## src/rtl/adcq_pkg.sv

```systemverilog
package adcq_pkg;
  localparam int CH_W = 3;
  localparam int ST_W = 2;

  typedef struct packed {
    logic            eoq;
    logic            pause;
    logic [ST_W-1:0] samp;
    logic [CH_W-1:0] chan;
  } cmd_t;

  localparam int CMD_W = $bits(cmd_t);

  typedef enum logic [1:0] {
    SRC_SW   = 2'd0,
    SRC_EDGE = 2'd1,
    SRC_GATE = 2'd2,
    SRC_TMR  = 2'd3
  } src_e;

  typedef enum logic [1:0] {
    FMT_RU = 2'd0,
    FMT_LS = 2'd1,
    FMT_LU = 2'd2
  } fmt_e;

  typedef enum logic {
    ST_IDLE = 1'b0,
    ST_CONV = 1'b1
  } st_e;
endpackage

```

## src/rtl/adcq_timer.sv

```systemverilog
module adcq_timer #(
  parameter int TMR_W = 16
) (
  input  logic             clk_i,
  input  logic             rst_ni,
  input  logic [TMR_W-1:0] period_i,
  output logic             tick_o
);
  logic [TMR_W-1:0] cnt_q;

  assign tick_o = (cnt_q == period_i);

  always_ff @(posedge clk_i or negedge rst_ni) begin
    if (!rst_ni)     cnt_q <= '0;
    else if (tick_o) cnt_q <= '0;
    else             cnt_q <= cnt_q + TMR_W'(1);
  end
endmodule

```

## src/rtl/adcq_trig.sv

```systemverilog
module adcq_trig
  import adcq_pkg::*;
(
  input  logic       clk_i,
  input  logic       rst_ni,
  input  logic       en_i,
  input  logic [1:0] src_i,
  input  logic       cont_i,
  input  logic       sw_i,
  input  logic       ext_i,
  input  logic       tick_i,
  input  logic       stop_i,
  input  logic       done_i,
  output logic       run_o
);
  logic en_d, ext_d, arm_q, run_q;
  logic armed, go;

  assign armed = en_i & (cont_i | arm_q);
  assign run_o = run_q;

  always_comb begin
    unique case (src_e'(src_i))
      SRC_SW:   go = sw_i;
      SRC_EDGE: go = ext_i & ~ext_d;
      SRC_GATE: go = ext_i;
      default:  go = tick_i;
    endcase
  end

  always_ff @(posedge clk_i or negedge rst_ni) begin
    if (!rst_ni) begin
      en_d  <= 1'b0;
      ext_d <= 1'b0;
      arm_q <= 1'b0;
      run_q <= 1'b0;
    end else begin
      en_d  <= en_i;
      ext_d <= ext_i;
      // single scan arms on enable rise, disarms on completion
      if (!en_i)                arm_q <= 1'b0;
      else if (!en_d)           arm_q <= 1'b1;
      else if (done_i && !cont_i) arm_q <= 1'b0;

      if (!armed || stop_i)                        run_q <= 1'b0;
      else if (src_e'(src_i) == SRC_GATE && !ext_i) run_q <= 1'b0;
      else if (go)                                 run_q <= 1'b1;
    end
  end
endmodule

```

## src/rtl/adcq_fmt.sv

```systemverilog
module adcq_fmt
  import adcq_pkg::*;
#(
  parameter int RES_W = 10,
  parameter int OUT_W = 16
) (
  input  logic [RES_W-1:0] raw_i,
  input  logic [1:0]       fmt_i,
  output logic [OUT_W-1:0] data_o
);
  localparam int PAD_W = OUT_W - RES_W;

  always_comb begin
    unique case (fmt_e'(fmt_i))
      FMT_LS:  data_o = {~raw_i[RES_W-1], raw_i[RES_W-2:0], {PAD_W{1'b0}}};
      FMT_LU:  data_o = {raw_i, {PAD_W{1'b0}}};
      default: data_o = {{PAD_W{1'b0}}, raw_i};
    endcase
  end
endmodule

```

## src/rtl/adcq_seq.sv

```systemverilog
module adcq_seq
  import adcq_pkg::*;
#(
  parameter int DEPTH = 64,
  parameter int RES_W = 10,
  parameter int OUT_W = 16,
  parameter int TMR_W = 16,
  parameter int AW    = $clog2(DEPTH)
) (
  input  logic             clk_i,
  input  logic             rst_ni,
  input  logic             cmd_we_i,
  input  logic [AW-1:0]    cmd_addr_i,
  input  logic [CMD_W-1:0] cmd_wdata_i,
  input  logic [AW-1:0]    q2_begin_i,
  input  logic [1:0]       q_en_i,
  input  logic [3:0]       q_src_i,
  input  logic [1:0]       q_cont_i,
  input  logic [1:0]       sw_trig_i,
  input  logic [1:0]       ext_trig_i,
  input  logic [TMR_W-1:0] timer_period_i,
  output logic             conv_req_o,
  output logic [CH_W-1:0]  conv_chan_o,
  output logic [ST_W-1:0]  conv_samp_o,
  input  logic             conv_done_i,
  input  logic [RES_W-1:0] conv_data_i,
  input  logic [1:0]       res_fmt_i,
  input  logic [AW-1:0]    res_addr_i,
  output logic [OUT_W-1:0] res_data_o,
  output logic [AW-1:0]    q1_ptr_o,
  output logic [AW-1:0]    q2_ptr_o,
  output logic [1:0]       complete_irq_o,
  output logic [1:0]       pause_irq_o
);
  localparam int NQ = 2;

  cmd_t             tbl   [DEPTH];
  logic [RES_W-1:0] res_q [DEPTH];

  st_e             st_q;
  logic            cur_q;
  logic [CH_W-1:0] chan_q;
  logic [ST_W-1:0] samp_q;
  logic [AW-1:0]   ptr_q [NQ];
  logic [AW-1:0]   beg   [NQ];
  logic [AW-1:0]   last  [NQ];
  logic [NQ-1:0]   run, act, comp_evt, pause_evt;
  logic            sel, tick, done_cur;
  cmd_t            ent_sel, ent_cur;

  assign beg[0]  = '0;
  assign beg[1]  = q2_begin_i;
  assign last[0] = q2_begin_i - AW'(1);
  assign last[1] = AW'(DEPTH - 1);

  always_ff @(posedge clk_i) begin
    if (cmd_we_i) tbl[cmd_addr_i] <= cmd_t'(cmd_wdata_i);
  end

  adcq_timer #(.TMR_W(TMR_W)) u_timer (
    .clk_i    (clk_i),
    .rst_ni   (rst_ni),
    .period_i (timer_period_i),
    .tick_o   (tick)
  );

  for (genvar g = 0; g < NQ; g++) begin : g_q
    adcq_trig u_trig (
      .clk_i  (clk_i),
      .rst_ni (rst_ni),
      .en_i   (q_en_i[g]),
      .src_i  (q_src_i[2*g +: 2]),
      .cont_i (q_cont_i[g]),
      .sw_i   (sw_trig_i[g]),
      .ext_i  (ext_trig_i[g]),
      .tick_i (tick),
      .stop_i (comp_evt[g] | pause_evt[g]),
      .done_i (comp_evt[g]),
      .run_o  (run[g])
    );

    always_ff @(posedge clk_i or negedge rst_ni) begin
      if (!rst_ni)                          ptr_q[g] <= '0;
      else if (!q_en_i[g] || comp_evt[g])   ptr_q[g] <= beg[g];
      else if (done_cur && cur_q == 1'(g))  ptr_q[g] <= ptr_q[g] + AW'(1);
    end
  end

  // queue 1 has no span when the split index is zero
  assign act      = {run[1], run[0] & (|q2_begin_i)};
  assign sel      = ~act[0];
  assign ent_sel  = tbl[ptr_q[sel]];
  assign ent_cur  = tbl[ptr_q[cur_q]];
  assign done_cur = (st_q == ST_CONV) && conv_done_i;

  always_comb begin
    comp_evt  = '0;
    pause_evt = '0;
    if (st_q == ST_IDLE && (|act) && ent_sel.eoq) begin
      comp_evt[sel] = 1'b1;
    end else if (done_cur) begin
      if (ptr_q[cur_q] == last[cur_q]) comp_evt[cur_q]  = 1'b1;
      else if (ent_cur.pause)          pause_evt[cur_q] = 1'b1;
    end
  end

  always_ff @(posedge clk_i or negedge rst_ni) begin
    if (!rst_ni) begin
      st_q           <= ST_IDLE;
      cur_q          <= 1'b0;
      chan_q         <= '0;
      samp_q         <= '0;
      complete_irq_o <= '0;
      pause_irq_o    <= '0;
    end else begin
      complete_irq_o <= comp_evt;
      pause_irq_o    <= pause_evt;
      unique case (st_q)
        ST_IDLE: if ((|act) && !ent_sel.eoq) begin
          st_q   <= ST_CONV;
          cur_q  <= sel;
          chan_q <= ent_sel.chan;
          samp_q <= ent_sel.samp;
        end
        default: if (conv_done_i) st_q <= ST_IDLE;
      endcase
    end
  end

  always_ff @(posedge clk_i) begin
    if (done_cur) res_q[ptr_q[cur_q]] <= conv_data_i;
  end

  adcq_fmt #(.RES_W(RES_W), .OUT_W(OUT_W)) u_fmt (
    .raw_i  (res_q[res_addr_i]),
    .fmt_i  (res_fmt_i),
    .data_o (res_data_o)
  );

  assign conv_req_o  = (st_q == ST_CONV);
  assign conv_chan_o = chan_q;
  assign conv_samp_o = samp_q;
  assign q1_ptr_o    = ptr_q[0];
  assign q2_ptr_o    = ptr_q[1];
endmodule

```

## config.mk

```make
export PLATFORM = sky130hd
export DESIGN_NAME = adcq_seq
export DESIGN_NICKNAME = d
export VERILOG_FILES = /design/src/rtl/adcq_pkg.sv /design/src/rtl/adcq_timer.sv /design/src/rtl/adcq_trig.sv /design/src/rtl/adcq_fmt.sv /design/src/rtl/adcq_seq.sv
export SDC_FILE = /design/constraint.sdc
export NUM_CORES = 1
export LEC_CHECK = 0
export ABC_AREA = 1
export BUFFER_PORTS_ARGS = -buffer_cell sky130_fd_sc_hd__buf_2
export CORE_MARGIN = 3
export CORE_UTILIZATION = 50
export CTS_BUF_LIST = sky130_fd_sc_hd__clkbuf_16
export CTS_CLUSTER_SIZE = 8
export DETAILED_ROUTE_END_ITERATION = 16
export MAX_ROUTING_LAYER = met4
export PLACE_DENSITY = 0.66
export REMOVE_ABC_BUFFERS = 1
export SLEW_MARGIN = 10
export SYNTH_ARGS = -nofsm -noshare
export SYNTH_HDL_FRONTEND = slang
export SYNTH_SLANG_ARGS = --single-unit
```

## constraint.sdc

```tcl
create_clock -name clk_i -period 2.85 [get_ports clk_i]
set_input_delay 0.57 -clock clk_i [delete_from_list [all_inputs] [get_ports clk_i]]
set_output_delay 0.57 -clock clk_i [all_outputs]
set_load 0.01 [all_outputs]
```

## Yosys cells after proc, flatten, opt, wreduce, memory -nomap -nowiden

Memories as Yosys holds them, arrays and structs flattened.
Cells that the tools add are included.

| storage, ports and cells | value |
|---|---|
| register bits | 47 |
| bits in writable memories | 1088 |
| bits of input ports | 69 |
| output and inout port bits | 38 |
| word-level logic and storage cells | 137 |
| memories kept | 2 |

| cells by class | value |
|---|---|
| add/subtract/negate cells | 4 |
| magnitude comparators | 6 |
| equality and inequality tests | 10 |
| multiplexer cells | 47 |
| bitwise logic cells | 17 |
| reductions and logical operators | 34 |

Memory list:

| memory | depth | width | rd ports | clocked after Yosys merged registers in | wr ports | line | RTL |
|---|---|---|---|---|---|---|---|
| res_q | 64 | 10 | 1 | 0 | 1 | adcq_seq.sv:38 | `logic [RES_W-1:0] res_q [DEPTH];` |
| tbl | 64 | 7 | 2 | 0 | 1 | adcq_seq.sv:37 | `cmd_t tbl [DEPTH];` |

Operators by type and width:

| operator | count |
|---|---|
| 6-bit 2-to-1 mux | 13 |
| 16-bit case mux with 2 select lines | 1 |
| 1-bit 2-to-1 mux | 21 |
| 16-bit by 1-bit adder with 16-bit output (second input constant) | 1 |
| 16-bit == test | 1 |
| 16-bit 2-to-1 mux | 1 |
| 2-bit 2-to-1 mux | 7 |
| 6-bit by 1-bit adder with 6-bit output (second input constant) | 2 |
| 1-bit logical AND | 12 |
| 1-bit zero test | 9 |
| 2-bit by 1-bit == test with 1-bit output (second input constant) | 3 |
| 2-bit == test (second input constant) | 3 |
| 6-bit == test | 1 |
| 3-bit != test (second input constant) | 2 |
| 1-bit NOT | 6 |
| 1-bit case mux with 3 select lines | 2 |
| 3-bit nonzero test | 2 |
| 6-bit OR reduction | 1 |
| 6-bit by 1-bit subtractor with 6-bit output (second input constant) | 1 |
| 1-bit AND | 5 |
| 2-bit >= comparator (second input constant) | 2 |
| 2-bit zero test | 2 |
| 1-bit logical OR | 4 |
| 1-bit by 2-bit less-than comparator with 1-bit output (second input constant) | 2 |
| other kinds (7) | 14 |

## Longest topological paths before layout

An unclocked memory read counts as a cell.

| depth | value |
|---|---|
| depth in word-level cells | 14 |
| depth in mapped cells | 21 |
| gate-level depth less buffers | 20 |

## By module

A second synthesis with hierarchy kept.

| second synthesis, totals | value |
|---|---|
| cell total of the unflattened synthesis | 3732 |
| area, all modules | 46390.7 sq um |

Modules (own cells, without submodules):

| module | times used | cells an instance | area an instance (sq um) | sequential area each (sq um) |
|---|---|---|---|---|
| adcq_seq | 1 | 3435 | 44511.4 | 33246.9 |
| adcq_timer | 1 | 188 | 1197.4 | 400.4 |
| adcq_trig | 2 | 25 | 192.7 | 100.1 |
| adcq_fmt | 1 | 59 | 296.5 | 0.0 |

## Worst setup path after synthesis

OpenSTA, ideal clock, no wires.

| timing path | value |
|---|---|
| path kind | input port to output port |
| from | input res_addr_i[1] |
| to | output res_data_o[10] |
| data arrival time | 2232 ps |
| required time | 2280 ps |
| path slack | 48 ps |
| stages | 11 |
| path buffers | 3 |
| cell sequence | clkbuf_1 clkbuf_1 clkbuf_1 o21ai_0 o22ai_1 nor2_1 o311ai_0 o211ai_1 nand2_1 inv_1 nor2_1 |

| on the way | value |
|---|---|
| longest elaborated chain between the ends | 2 |

RTL lines:

| item | line | RTL |
|---|---|---|
| start, declared | adcq_seq.sv:28 | `input logic [AW-1:0] res_addr_i,` |
| memory read 64 x 10 bit | - |  |
| 16-bit case mux with 2 select lines | adcq_fmt.sv:14 | `unique case (fmt_e'(fmt_i))` |
| end, declared | adcq_seq.sv:29 | `output logic [OUT_W-1:0] res_data_o,` |

No other way between the ends.

## Final worst setup path

| timing path | value |
|---|---|
| from | input res_addr_i[0] |
| to | output res_data_o[8] |

Same word-level chain as after synthesis.

==> run summary <==
post-route insts no fill: 5353
number of flops mapped to enable cells by yosys: 1088
multi-input logic area: 11300 um2
first-pass GRT wire length: 191 mm
largest family of logic cells by synthesized area: compound AO/OA/AOI/OAI gates
fill count: 6623
# rows: 110
Max-Cap Viols: 0
largest net degree at the start of global routing: 65
Hold Vio Cnt, Final: 0
P_sw: 0.0122 W
count of mapped cells out of synthesis: 3615
Comb power frac: 0.197
Initial Util: 0.507
crit end category: output pin
Int Pwr: 0.0317 W
CTS Root Cell: clkbuf_16
DRC errors left: 0
critical path startpoint category: input port
nets: 4225
worst min-delay path category: input port to register
Net Sw Frac: 0.278
CTS sink count: 1135
Clk pwr share: 0.376
crit-path cells: buf_16, buf_16, buf_12, buf_8, o21ai_2, o22ai_2, nor2_2, o22ai_4, o211ai_1, nand2_1, inv_2, o22ai_2, buf_2
Routed WL per cell: 24.2 um
Worst Slack Setup Final: -0.377 ns
Num CTS Buffers: 159
slowest stage cell, crit path: o211ai_1
Ports: 107
Worst Max-Slew Pin Slew: 0.994 ns
Die H: 309 um
Synth Warn #: 0
Simple-Gate Fraction of Synth Area: 0.102
# setup viols final: 16
vias in the first global route: 30938
Area Growth Syn to Fin: 24.1%
register area share after synthesis: 0.738
Worst path max stage delay: 0.46 ns
Critical Path RT: 2.28 ns
worst hold slack: 0.0556 ns
DP Cell Count: 5120
sequential cell area: 33800 um2
Finished Cell Area: 56900 um2
Final Skew: 0.0332 ns
maximum vdd drop: 0.000913 V
delay-heaviest family, CP: compound AO/OA/AOI/OAI gates
relative slew slack: 0.337
Power Density: 771 nW/um2
dominant cells by area after synthesis: edfxtp_1 (71%), nor2_1 (6.4%), o21ai_0 (6.3%), o22ai_1 (2.9%), dfrtp_1 (2.6%)
crit path kind: input port to output pin
Die ar.: 95400 um2
Slew Limit Fails: 0
CP Max Fanout: 8
Post-Syn Area: 45800 um2
GR Util All Layers: 0.276
ys flop type: edfxtp_1
width of the chip: 309 um
Max Fclk: 310 MHz
vias: 32004
share of layout cells above drive strength 1: 0.223
Pre-antenna DRT Iters: 10
pre-CTS setup slack: -0.684 ns
CTS H-Tree Depth: 4
post-synthesis compound-gate area fraction: 0.123
distinct cell type count after synthesis: 48
Post-synth ARST share: 0.0414
Worst-path clk slew: 0.05 ns
WP buf/inv: 6
DR iter-0 viols: 3940
CTS tree: done
core area: 90400 um2
Synth Area in XOR/XNOR: 0.00535
Congestion Overflow GR: 0
Clock Path Buffers: 3
Commonest cells post-synth: edfxtp_1 (1088), nor2_1 (777), o21ai_0 (578)
FF+latch count, synth: 1135
Leak: 19.9 nW
Post-DP Area: 51000 um2
post-synth top area share: 0.713
dominant cell type by area after synthesis: edfxtp_1
WP data arrival: 2.66 ns
initial antenna violation count: 4
minimum clock period: 3.23 ns
mean area per synthesized cell: 12.7 um2
unrepaired setup endpoints after global routing: true
sequential power share: 0.427
HPWL Detailed: 80.1 mm
Synth Area in Adders: 0.00191
PortBufs: 106
Post-Route WL: 129 mm
status: complete, but fails checks
top-count cell post-synth: edfxtp_1
gpl congestion: 0.920
Worst-Skew Late Latency: 0.74 ns
failing checks: negative setup slack
vias per inst: 5.98
mux cell area share after synthesis: 0
Final Cycle Share: 1.13
final setup TNS: -3.95 ns
Detail Route Antenna Nets: 0
-- what timing repair did --
action	4_1_cts	5_1_grt
hold buffers	4	0
setup endpoints to repair	110	116
endpoints found under the hold margin	50	0
gates resized for setup	162	163
pin swaps	72	85
cloned	14	7
buffers inserted	8	20
-- path summary, 6_finish.rpt --
| path | start | to | slack (ns) | cells past startpoint |
|---|---|---|---|---|
| setup / recovery | res_addr_i[0] | res_data_o[8] | -0.38 | 13 |
| min in group asynchronous | rst_ni | u_timer.cnt_q[15] | 0.48 | 3 |
| hold / removal | conv_done_i | conv_req_o | 0.06 | 2 |
| hold reg to reg | g_q[1].u_trig.en_d | g_q[1].u_trig.arm_q | 0.43 | 1 |
| max in group asynchronous | rst_ni | u_timer.cnt_q[3] | 1.95 | 3 |
| setup reg to reg | cur_q | res_q[5][8] | 0.17 | 7 |
-- registers in the layout (all words and copies together), names as in the netlist --
register,cells
res_q,640
cur_q,1
q2_ptr_o,6
pause_irq_o,2
conv_req_o,1
q1_ptr_o,6
g_q.u_trig.run_o,2
g_q.u_trig.ext_d,2
tbl,448
complete_irq_o,2
u_timer.cnt_q,16
g_q.u_trig.en_d,2
g_q.u_trig.arm_q,2
conv_chan_o,3
conv_samp_o,2
-- through the flow --
stage,utilization,total power [W]
after floorplan,-,0.0229
final,0.629,0.0439
after global routing,0.629,0.0454
after detailed placement,0.564,0.0272
after global placement,0.564,0.0271
after CTS,0.621,0.0438
-- layer usage --
layer | global-route usage | routed length [um] | vias to the layer above
met1 | 0.346 | 49800 | 15669
met5 | - | 0 | -
met3 | 0.0529 | 10900 | 308
met2 | 0.449 | 63900 | 1571
met4 | 0.105 | 4830 | 0
li1 | - | - | 14456
-- logic make-up (layout without fill, tap and decap cells) --
family / after synthesis / count (layout)
compound gates: 964 / 964
xor+xnor: 28 / 28
fa+ha+maj: 7 / 7
buf+inv: 329 / 887
flops: 1135 / 1135
other cells: 0 / 4
simple gates: 1152 / 1152
-- cell usage in the layout, fill, tap and decap left out, types with 82 or more instances in the layout --
cell	instances
edfxtp_1	1088
nor2_1	752
o21ai_0	455
buf_4	380
o22ai_1	175
clkbuf_16	167
nand3_1	154
nand2_1	150
inv_1	105
buf_2	104
o21ai_1	82
-- layout make-up --
cell class                      instances  area share
Tap cell                             1176      0.0259
Timing Repair Buffer                  590      0.0973
Clock inverter                         24     0.00394
Multi-Input combinational cell       2151       0.199
Antenna cell                            4    0.000176
Sequential cell                      1135       0.595
Clock buffer                          161      0.0708
Timing Repair inverter                  3    0.000506
Inverter                              109     0.00769
-- power by group through the flow --
stage	clock network, W	registers, W	logic [W]
2_1_floorplan	0	0.0191	0.00380
3_3_place_gp	0	0.0190	0.00805
3_5_place_dp	0	0.0190	0.00816
4_1_cts	0.0167	0.0187	0.00839
5_1_grt	0.0174	0.0187	0.00928
6_report	0.0165	0.0187	0.00864
No activity file was read; power rests on OpenSTA's default activity.
